<file path="src/rtl/gpio_iw_pkg.sv">
package gpio_iw_pkg;
  localparam int OFS_W = 8;
  localparam logic [OFS_W-1:0] OFS_STYLE   = 8'h28;
  localparam logic [OFS_W-1:0] OFS_POL     = 8'h2C;
  localparam logic [OFS_W-1:0] OFS_IEN     = 8'h34;
  localparam logic [OFS_W-1:0] OFS_IEN_SET = 8'h38;
  localparam logic [OFS_W-1:0] OFS_IEN_CLR = 8'h3C;
  localparam logic [OFS_W-1:0] OFS_PEND    = 8'h40;
  localparam logic [OFS_W-1:0] OFS_ACK     = 8'h48;
  localparam logic [OFS_W-1:0] OFS_WEN     = 8'h4C;
  localparam logic [OFS_W-1:0] OFS_WEN_SET = 8'h50;
  localparam logic [OFS_W-1:0] OFS_WEN_CLR = 8'h54;
  localparam logic [OFS_W-1:0] OFS_BOTH    = 8'h5C;

  // Trigger rule for one pin: style 0 = level, 1 = edge.
  function automatic logic pin_fires(input logic use_edge, input logic act_hi,
                                     input logic both, input logic cur,
                                     input logic last);
    logic rise, fall;
    rise = cur & ~last;
    fall = ~cur & last;
    if (!use_edge) return act_hi ? cur : ~cur;
    if (both)      return rise | fall;
    return act_hi ? rise : fall;
  endfunction
endpackage

</file>
<file path="src/rtl/gpio_iw_regs.sv">
module gpio_iw_regs
  import gpio_iw_pkg::*;
#(
  parameter int NPIN = 32
) (
  input  logic            clk,
  input  logic            rst_n,
  input  logic [OFS_W-1:0] addr_i,
  input  logic [NPIN-1:0] wdata_i,
  input  logic            we_i,
  input  logic [NPIN-1:0] pend_i,
  output logic [NPIN-1:0] style_o,
  output logic [NPIN-1:0] pol_o,
  output logic [NPIN-1:0] both_o,
  output logic [NPIN-1:0] ien_o,
  output logic [NPIN-1:0] wen_o,
  output logic [NPIN-1:0] ack_o,
  output logic [NPIN-1:0] rdata_o
);
  logic [NPIN-1:0] style_q, pol_q, both_q, ien_q, wen_q;

  always_ff @(posedge clk or negedge rst_n) begin
    if (!rst_n) begin
      style_q <= '0;
      pol_q   <= '0;
      both_q  <= '0;
      ien_q   <= '0;
      wen_q   <= '0;
    end else if (we_i) begin
      case (addr_i)
        OFS_STYLE:   style_q <= wdata_i;
        OFS_POL:     pol_q   <= wdata_i;
        OFS_BOTH:    both_q  <= wdata_i;
        OFS_IEN:     ien_q   <= wdata_i;
        OFS_IEN_SET: ien_q   <= ien_q | wdata_i;
        OFS_IEN_CLR: ien_q   <= ien_q & ~wdata_i;
        OFS_WEN:     wen_q   <= wdata_i;
        OFS_WEN_SET: wen_q   <= wen_q | wdata_i;
        OFS_WEN_CLR: wen_q   <= wen_q & ~wdata_i;
        default: ;
      endcase
    end
  end

  assign ack_o = (we_i && addr_i == OFS_ACK) ? wdata_i : '0;

  always_comb begin
    case (addr_i)
      OFS_STYLE: rdata_o = style_q;
      OFS_POL:   rdata_o = pol_q;
      OFS_BOTH:  rdata_o = both_q;
      OFS_IEN:   rdata_o = ien_q;
      OFS_WEN:   rdata_o = wen_q;
      OFS_PEND:  rdata_o = pend_i;
      default:   rdata_o = '0;
    endcase
  end

  assign style_o = style_q;
  assign pol_o   = pol_q;
  assign both_o  = both_q;
  assign ien_o   = ien_q;
  assign wen_o   = wen_q;
endmodule

</file>
<file path="src/rtl/gpio_iw_detect.sv">
module gpio_iw_detect
  import gpio_iw_pkg::*;
#(
  parameter int NPIN = 32
) (
  input  logic            clk,
  input  logic            rst_n,
  input  logic [NPIN-1:0] pin_i,
  input  logic [NPIN-1:0] style_i,
  input  logic [NPIN-1:0] pol_i,
  input  logic [NPIN-1:0] both_i,
  output logic [NPIN-1:0] fire_o
);
  // Previous pin value follows the pin in every cycle, reset included,
  // so leaving reset never shows an edge.
  logic [NPIN-1:0] last_q;

  always_ff @(posedge clk) last_q <= pin_i;

  for (genvar g = 0; g < NPIN; g++) begin : g_pin
    assign fire_o[g] = pin_fires(style_i[g], pol_i[g], both_i[g],
                                 pin_i[g], last_q[g]);
  end

  AST_BOTH_EDGES: assert property (@(posedge clk) disable iff (!rst_n)
    ((style_i & both_i & (pin_i ^ last_q) & ~fire_o) == '0));
endmodule

</file>
<file path="src/rtl/gpio_iw_pending.sv">
module gpio_iw_pending #(
  parameter int NPIN = 32
) (
  input  logic            clk,
  input  logic            rst_n,
  input  logic [NPIN-1:0] fire_i,
  input  logic [NPIN-1:0] ien_i,
  input  logic [NPIN-1:0] ack_i,
  output logic [NPIN-1:0] pend_o
);
  logic [NPIN-1:0] hit, pend_q;

  assign hit = fire_i & ien_i;

  always_ff @(posedge clk or negedge rst_n) begin
    if (!rst_n) pend_q <= '0;
    else        pend_q <= (pend_q & ~ack_i) | hit;
  end

  assign pend_o = pend_q;

  AST_RISE_NEEDS_IEN: assert property (@(posedge clk) disable iff (!rst_n)
    ((pend_q & ~$past(pend_q) & ~$past(ien_i)) == '0));
  AST_SET_BEATS_ACK: assert property (@(posedge clk) disable iff (!rst_n)
    (($past(fire_i & ien_i) & ~pend_q) == '0));
  AST_ACK_EMPTIES: assert property (@(posedge clk) disable iff (!rst_n)
    (($past(ack_i & ~(fire_i & ien_i)) & pend_q) == '0));
endmodule

</file>
<file path="src/rtl/gpio_irq_wake.sv">
module gpio_irq_wake
  import gpio_iw_pkg::*;
#(
  parameter int NPIN = 32
) (
  input  logic             clk,
  input  logic             rst_n,
  input  logic [NPIN-1:0]  pin_i,
  input  logic [OFS_W-1:0] addr_i,
  input  logic [NPIN-1:0]  wdata_i,
  input  logic             we_i,
  output logic [NPIN-1:0]  rdata_o,
  output logic             irq_o,
  output logic             wake_o
);
  logic [NPIN-1:0] style_w, pol_w, both_w, ien_w, wen_w, ack_w, fire_w, pend_w;

  gpio_iw_regs #(.NPIN(NPIN)) u_regs (
    .clk(clk), .rst_n(rst_n), .addr_i(addr_i), .wdata_i(wdata_i), .we_i(we_i),
    .pend_i(pend_w), .style_o(style_w), .pol_o(pol_w), .both_o(both_w),
    .ien_o(ien_w), .wen_o(wen_w), .ack_o(ack_w), .rdata_o(rdata_o)
  );

  gpio_iw_detect #(.NPIN(NPIN)) u_detect (
    .clk(clk), .rst_n(rst_n), .pin_i(pin_i), .style_i(style_w),
    .pol_i(pol_w), .both_i(both_w), .fire_o(fire_w)
  );

  gpio_iw_pending #(.NPIN(NPIN)) u_pend (
    .clk(clk), .rst_n(rst_n), .fire_i(fire_w), .ien_i(ien_w),
    .ack_i(ack_w), .pend_o(pend_w)
  );

  assign irq_o  = |pend_w;
  assign wake_o = |(fire_w & wen_w);

  AST_WAKE_NEEDS_WEN: assert property (@(posedge clk) disable iff (!rst_n)
    (wen_w == '0) |-> !wake_o);
endmodule

</file>
<file path="config.mk">
export PLATFORM = sky130hd
export DESIGN_NAME = gpio_irq_wake
export DESIGN_NICKNAME = d
export VERILOG_FILES = /design/src/rtl/gpio_iw_pkg.sv /design/src/rtl/gpio_iw_regs.sv /design/src/rtl/gpio_iw_detect.sv /design/src/rtl/gpio_iw_pending.sv /design/src/rtl/gpio_irq_wake.sv
export SDC_FILE = /design/constraint.sdc
export NUM_CORES = 1
export LEC_CHECK = 0
export ABC_AREA = 0
export BUFFER_PORTS_ARGS = -buffer_cell sky130_fd_sc_hd__buf_2
export CAP_MARGIN = 5
export CORE_ASPECT_RATIO = 0.75
export CORE_UTILIZATION = 30
export DETAILED_ROUTE_END_ITERATION = 6
export GPL_TIMING_DRIVEN = 1
export HOLD_SLACK_MARGIN = 0.03
export PLACE_DENSITY = 0.48
export SYNTH_ARGS = -nofsm -noshare
export SYNTH_HDL_FRONTEND = slang
export SYNTH_SLANG_ARGS = --single-unit
</file>
<file path="constraint.sdc">
create_clock -name clk -period 3.1 [get_ports clk]
set_input_delay 0.465 -clock clk [delete_from_list [all_inputs] [get_ports clk]]
set_output_delay 0.465 -clock clk [all_outputs]
set_load 0.02 [all_outputs]
</file>
### Word-level counts from Yosys, hierarchy flattened

Cells that the tools add are included.

| word-level totals | value |
|---|---|
| output and inout port bits | 34 |
| input port bits | 75 |
| register bits after elaboration | 224 |

| cells by class | value |
|---|---|
| reductions and logical operators | 10 |
| mux-type cells | 260 |
| equal/unequal tests | 11 |
| bitwise gates (word level) | 170 |

Operator list:

| kind | number |
|---|---|
| $mux W1 | 256 |
| $pmux W32 S3 | 2 |
| $pmux W32 S6 | 1 |
| $and A32 B32 Y32 | 5 |
| $or A32 B32 Y32 | 3 |
| $and A1 B1 Y1 | 64 |
| $not A1 Y1 | 64 |
| $not A32 Y32 | 2 |
| $reduce_or A32 Y1 | 2 |
| $eq A8 B7 Y1 const B | 6 |
| $eq A8 B6 Y1 const B | 5 |
| $mux W32 | 1 |
| $or A1 B1 Y1 | 32 |
| $reduce_and A2 Y1 | 5 |
| $reduce_bool A3 Y1 | 2 |
| $logic_and A1 B1 Y1 | 1 |

### Depth between registers and ports, before layout

| depth | value |
|---|---|
| depth in word-level cells | 8 |
| depth in mapped cells | 9 |
| mapped depth without buffers | 8 |

### Cells and area by module

A second synthesis with hierarchy kept.

| unflattened totals | value |
|---|---|
| cell total of the unflattened synthesis | 1155 |
| area, all modules | 12736.0 um^2 |

Modules (own cells, without submodules):

| module | area an instance (um^2) | times used | cells an instance |
|---|---|---|---|
| gpio_iw_regs | 8065.2 | 1 | 675 |
| gpio_iw_detect | 3123.0 | 1 | 320 |
| gpio_iw_pending | 1321.3 | 1 | 128 |
| gpio_irq_wake | 226.5 | 1 | 32 |

### Worst setup path after synthesis

Ideal clock, no wire load.

| timing | value |
|---|---|
| path type | input -> output |
| from | input port pin_i[14] |
| to | output port wake_o |
| cell stages on the path | 8 |
| buffers on the path | 0 |
| setup slack | 0.460 ns |
| required time | 2.635 ns |
| data arrival time | 2.175 ns |
| path through | inv_1 > ha_1 > mux2_4 > o2111ai_2 > o21ai_1 > or4_4 > nor4b_2 > nand4_1 |

| on the way | value |
|---|---|
| cells in the longest elaborated chain, start to end | 8 |
| elaborated cells on any way between the ends | 12 |
| those cells by class | mux: 6; bitwise: 5; reduce/logical: 1 |

Ends and longest elaborated chain:

| element | line | text |
|---|---|---|
| start: declaration | gpio_irq_wake.sv:8 | `input logic [NPIN-1:0] pin_i,` |
| $not A1 Y1 | gpio_iw_pkg.sv:21, gpio_iw_pkg.sv:22 |  |
| $mux W1 or $and A1 B1 Y1 (tied branches) | gpio_iw_pkg.sv:22, gpio_iw_pkg.sv:21 |  |
| $mux W1 or $or A1 B1 Y1 (tied branches) | gpio_iw_pkg.sv:22, gpio_iw_pkg.sv:23 |  |
| $mux W1 | gpio_iw_pkg.sv:23 | `if (both) return rise \| fall;` |
| $mux W1 | gpio_iw_pkg.sv:24 | `return act_hi ? rise : fall;` |
| $mux W1 * | gpio_iw_pkg.sv:23 |  |
| $and A32 B32 Y32 * | gpio_irq_wake.sv:35 | `assign wake_o = \|(fire_w & wen_w);` |
| $reduce_or A32 Y1 * | gpio_irq_wake.sv:35 |  |
| end: declaration | gpio_irq_wake.sv:14 | `output logic wake_o` |

Mark *: on every way between the ends. The rest lies on a longest branch, timed or not. The select of a mux whose other input is x is not followed.

### Worst setup path in the final report

| timing | value |
|---|---|
| from | register u_detect.last_q[26] |
| to | output port wake_o |

| on the way | value |
|---|---|
| cells in the longest elaborated chain, start to end | 8 |
| elaborated cells on any way between the ends | 10 |
| those cells by class | mux: 4; bitwise: 5; reduce/logical: 1 |

Ends and longest elaborated chain:

| element | line | text |
|---|---|---|
| start: declaration | gpio_iw_detect.sv:16 | `logic [NPIN-1:0] last_q;` |
| start signal: assignment | gpio_iw_detect.sv:18 | `always_ff @(posedge clk) last_q <= pin_i;` |
| $not A1 Y1 | gpio_iw_pkg.sv:20 | `rise = cur & ~last;` |
| $and A1 B1 Y1 | gpio_iw_pkg.sv:20 |  |
| $or A1 B1 Y1 | gpio_iw_pkg.sv:23 |  |
| $mux W1 | gpio_iw_pkg.sv:23 |  |
| $mux W1 * | gpio_iw_pkg.sv:24 |  |
| $mux W1 * | gpio_iw_pkg.sv:23 |  |
| $and A32 B32 Y32 * | gpio_irq_wake.sv:35 |  |
| $reduce_or A32 Y1 * | gpio_irq_wake.sv:35 |  |

Mark *: on every way between the ends. The rest lies on a longest branch, timed or not.

==> results.md <==
* Status: complete, but fails checks
* Failing checks: setup timing
* Die X-Extent at 234.6 um
* Slowest stage delay, CP at 470 ps
* Cell Count, Final, Fillers Out at 1837
* Initial Util at 30.64%
* Mean Syn Cell Area at 10.44 um2
* CP Capture Type: output port
* Clk pwr share at 43.4%
* Initial antenna violation count at 1
* Max Cap Viol at 0
* Pins Over Slew Limit at 0
* Most frequent cells in the layout: dfrtp_1, nand2_1, buf_2
* Type of the worst setup path: flip-flop to output port
* Pre-Repair DR Iteration Count at 7
* TNS Setup at -242.9 ps
* Fin crit period at 3343 ps
* Fillers at 4000
* Core area at 39730 um2
* Share of layout cells above drive strength 1 at 26.29%
* Post-synthesis instance total at 1166
* Buffers on Ports at 108
* Tcrit/Tclk final at 107.8%
* Worst-Margin Slew at 773.1 ps
* CTS tree: built
* Post-Place Cells at 1786
* Pleak at 6.886 nW
* Area Overhead vs Synth at 20.24%
* Hold-critical path depth at 1
* EDFF count, synth at 0
* Seq pwr share at 46.5%
* Clock transition at the registers of the reported paths at 60 ps
* Required @ worst endpoint at 2630 ps
* Startpoint types: flip-flop
* Register area at 5450 um2
* Largest net degree at the start of global routing at 80
* Min-delay src: pin_i[8]
* I/O pins at 109
* Async set-or-reset flop fraction in the synthesized netlist at 85.71%
* P_sw at 0.001831 W
* Seq cells post-synth at 224
* Final wirelength at 43450 um
* Synth Cell Area at 12170 um2
* Slowest cell on crit path: a211oi_1
* Area of the die at 41400 um2
* Hold endpoint: u_detect.last_q[8]$_DFF_P_
* Clock tree sinks at 224
* Post-synth top flop: dfrtp_1
* Antenna Nets Post-Route at 0
* Routed WL per cell at 23.65 um
* RR Endpoint: u_pend.pend_o[16]$_DFF_PN0_
* Netlist cell types at 54
* Relative slew margins at 48.46%
* Commonest non-fill, non-tap cell in the layout: dfrtp_1
* Clk_skew at 5.580 ps
* Setup Viol. Count Final at 1
* Fin. Hold Viols at 0
* RSZ-0062 raised after global routing: yes
* DR vias/cell at 5.568
* Die Height at 176.5 um
* FF-to-FF path depth at 7
* R2r setup slk at 1480 ps
* Vias in the first global route at 9675
* Register area share after synthesis at 44.73%
* Vias post-DR at 10.23k
* Clk Latency, worst-skew pair at 540 ps
* Final worst slack at -242.9 ps
* Crit path DAT at 2880 ps
* TritonCTS buffer count at 26
* Maximum VDD drop at 0.0003796 V
* Worst r2r src: u_detect.last_q[16]$_DFF_P_
* DR iter-0 viols at 1082
* Post-DP HPWL at 28580 um
* PwrDens at 478.1 nW/um2
* Sw Share at 26.17%
* Max Root-Sink Buffers at 3
* Rows at 63
* Synth warnings at 0
* # DRC at 0
* Clock root buffer: clkbuf_16
* Fmax at 0.2991 GHz
* Global-route wire length before repair at 64440 um
* Worst Hold Class: input pin to flip-flop
* Logic pwr share at 10.1%
* Cells along the critical path: ha_1 > nor2b_1 > a211oi_1 > o31ai_4 > or4_4 > nor4b_4 > nand4_1 > buf_4
* Htree depth at 1
* Gp weighted congestion at 0.8266
* Fin nets at 1436
* Cell internal pwr at 0.005167 W
* Grt total ovfl at 0
* Syn Nets at 1305
* Global Route Usage Sum at 20.81%
* Area of the multi-input gates at 6357 um2
* CP max FO at 2
[cell usage after synthesis, drive strengths merged (12+ instances only)]
library cell,count,area share [%]
a222oi,62,5.1
dfrtp,192,39
nor2b,13,0.67
xor2,32,2.3
o211ai,17,1.0
o21ai,23,0.95
a21oi,66,2.7
clkbuf,28,0.86
a211oi,71,4.4
mux2,115,12
inv,79,2.4
buf,24,1.2
dfxtp,32,5.3
nor2,95,3.0
nand2,116,3.6
a22o,32,2.3
ha,64,6.6
a22oi,12,0.74
[worst max path at each step]
stage | from | to | slack (ps) | cells after the start
2_1_floorplan | pin_i[14] | wake_o | 460 | 8
3_3_place_gp | pin_i[13] | wake_o | -140 | 10
3_5_place_dp | pin_i[8] | wake_o | -140 | 10
4_1_cts | u_detect.last_q[8]$_DFF_P_ | wake_o | -270 | 9
5_1_grt | u_detect.last_q[14]$_DFF_P_ | wake_o | -320 | 9
6_report | u_detect.last_q[26]$_DFF_P_ | wake_o | -240 | 8
[repair_timing]
item / 4_1_cts / 5_1_grt
setup buffers: 1 / 1
hold buffers: 1 / 0
setup endpoints to repair: 1 / 2
pin swaps: 4 / 5
resized for setup: 20 / 11
hold endpoints to repair: 51 / 0
[final cells by class]
cell class | count | area share, %
Antenna cell | 1 | 0.01710
Inverter | 79 | 2.026
Clock inverter | 1 | 0.03419
Tap cell | 520 | 4.445
Timing Repair Buffer | 155 | 7.163
Clock buffer | 46 | 5.650
Sequential cell | 224 | 37.23
Multi-Input combinational cell | 811 | 43.43
[layer usage]
metal  wire length [um]  global-route usage, %
met1              20370                  30.38
met2              19370                  32.32
met3               2972                  3.143
met4                741                  4.605
met5                  0                      0
[power by group through the flow]
stage | clock network (W) | registers, W | logic (W)
after floorplan | 0 | 0.00323 | 0.000374
after global placement | 0 | 0.00329 | 0.000678
after detailed placement | 0 | 0.00329 | 0.000691
after CTS | 0.00310 | 0.00324 | 0.000706
after global routing | 0.00324 | 0.00327 | 0.000792
final | 0.00304 | 0.00325 | 0.000709
[metrics by stage]
stage               power (W)  util, %  area [um2]  hold WS, ps  setup slack, ps
global placement     0.003971    34.30       13630        510.5           -137.2
finish               0.006999    36.84       14640        71.07           -242.9
CTS                  0.007047    36.69       14580        54.80           -267.8
global route         0.007298    36.84       14640        63.59           -315.1
detailed placement   0.003984    34.30       13630        515.0           -138.5
floorplan            0.003604        -       12170        169.4            460.2
[logic make-up after synthesis]
| logic type | after synthesis | synth area share (%) |
|---|---|---|
| AOI/OAI and AO/OA | 318 | 19.56 |
| and+or+nand+nor | 277 | 10.32 |
| DFF | 224 | 44.73 |
| buffers and inverters | 131 | 4.481 |
| muxes | 120 | 12.03 |
| adders and majority gates | 64 | 6.578 |
| xor gates and xnor gates | 32 | 2.302 |
[worst max-delay path, delay by kind of cell (launching register included)]
family / cells / cell delay, ps
AOI/OAI and AO/OA: 2 / 600
adders and majority gates: 1 / 170
and+or+nand+nor: 4 / 1020
DFF: 1 / 310
buffers and inverters: 1 / 220
[sequential cells by signal, indices dropped and copies added (netlist names)]
| register | flops |
|---|---|
| u_detect.last_q | 32 |
| u_pend.pend_o | 32 |
| u_regs.both_o | 32 |
| u_regs.ien_o | 32 |
| u_regs.pol_o | 32 |
| u_regs.style_o | 32 |
| u_regs.wen_o | 32 |
Note: power is estimated with default switching activity, not from simulation.
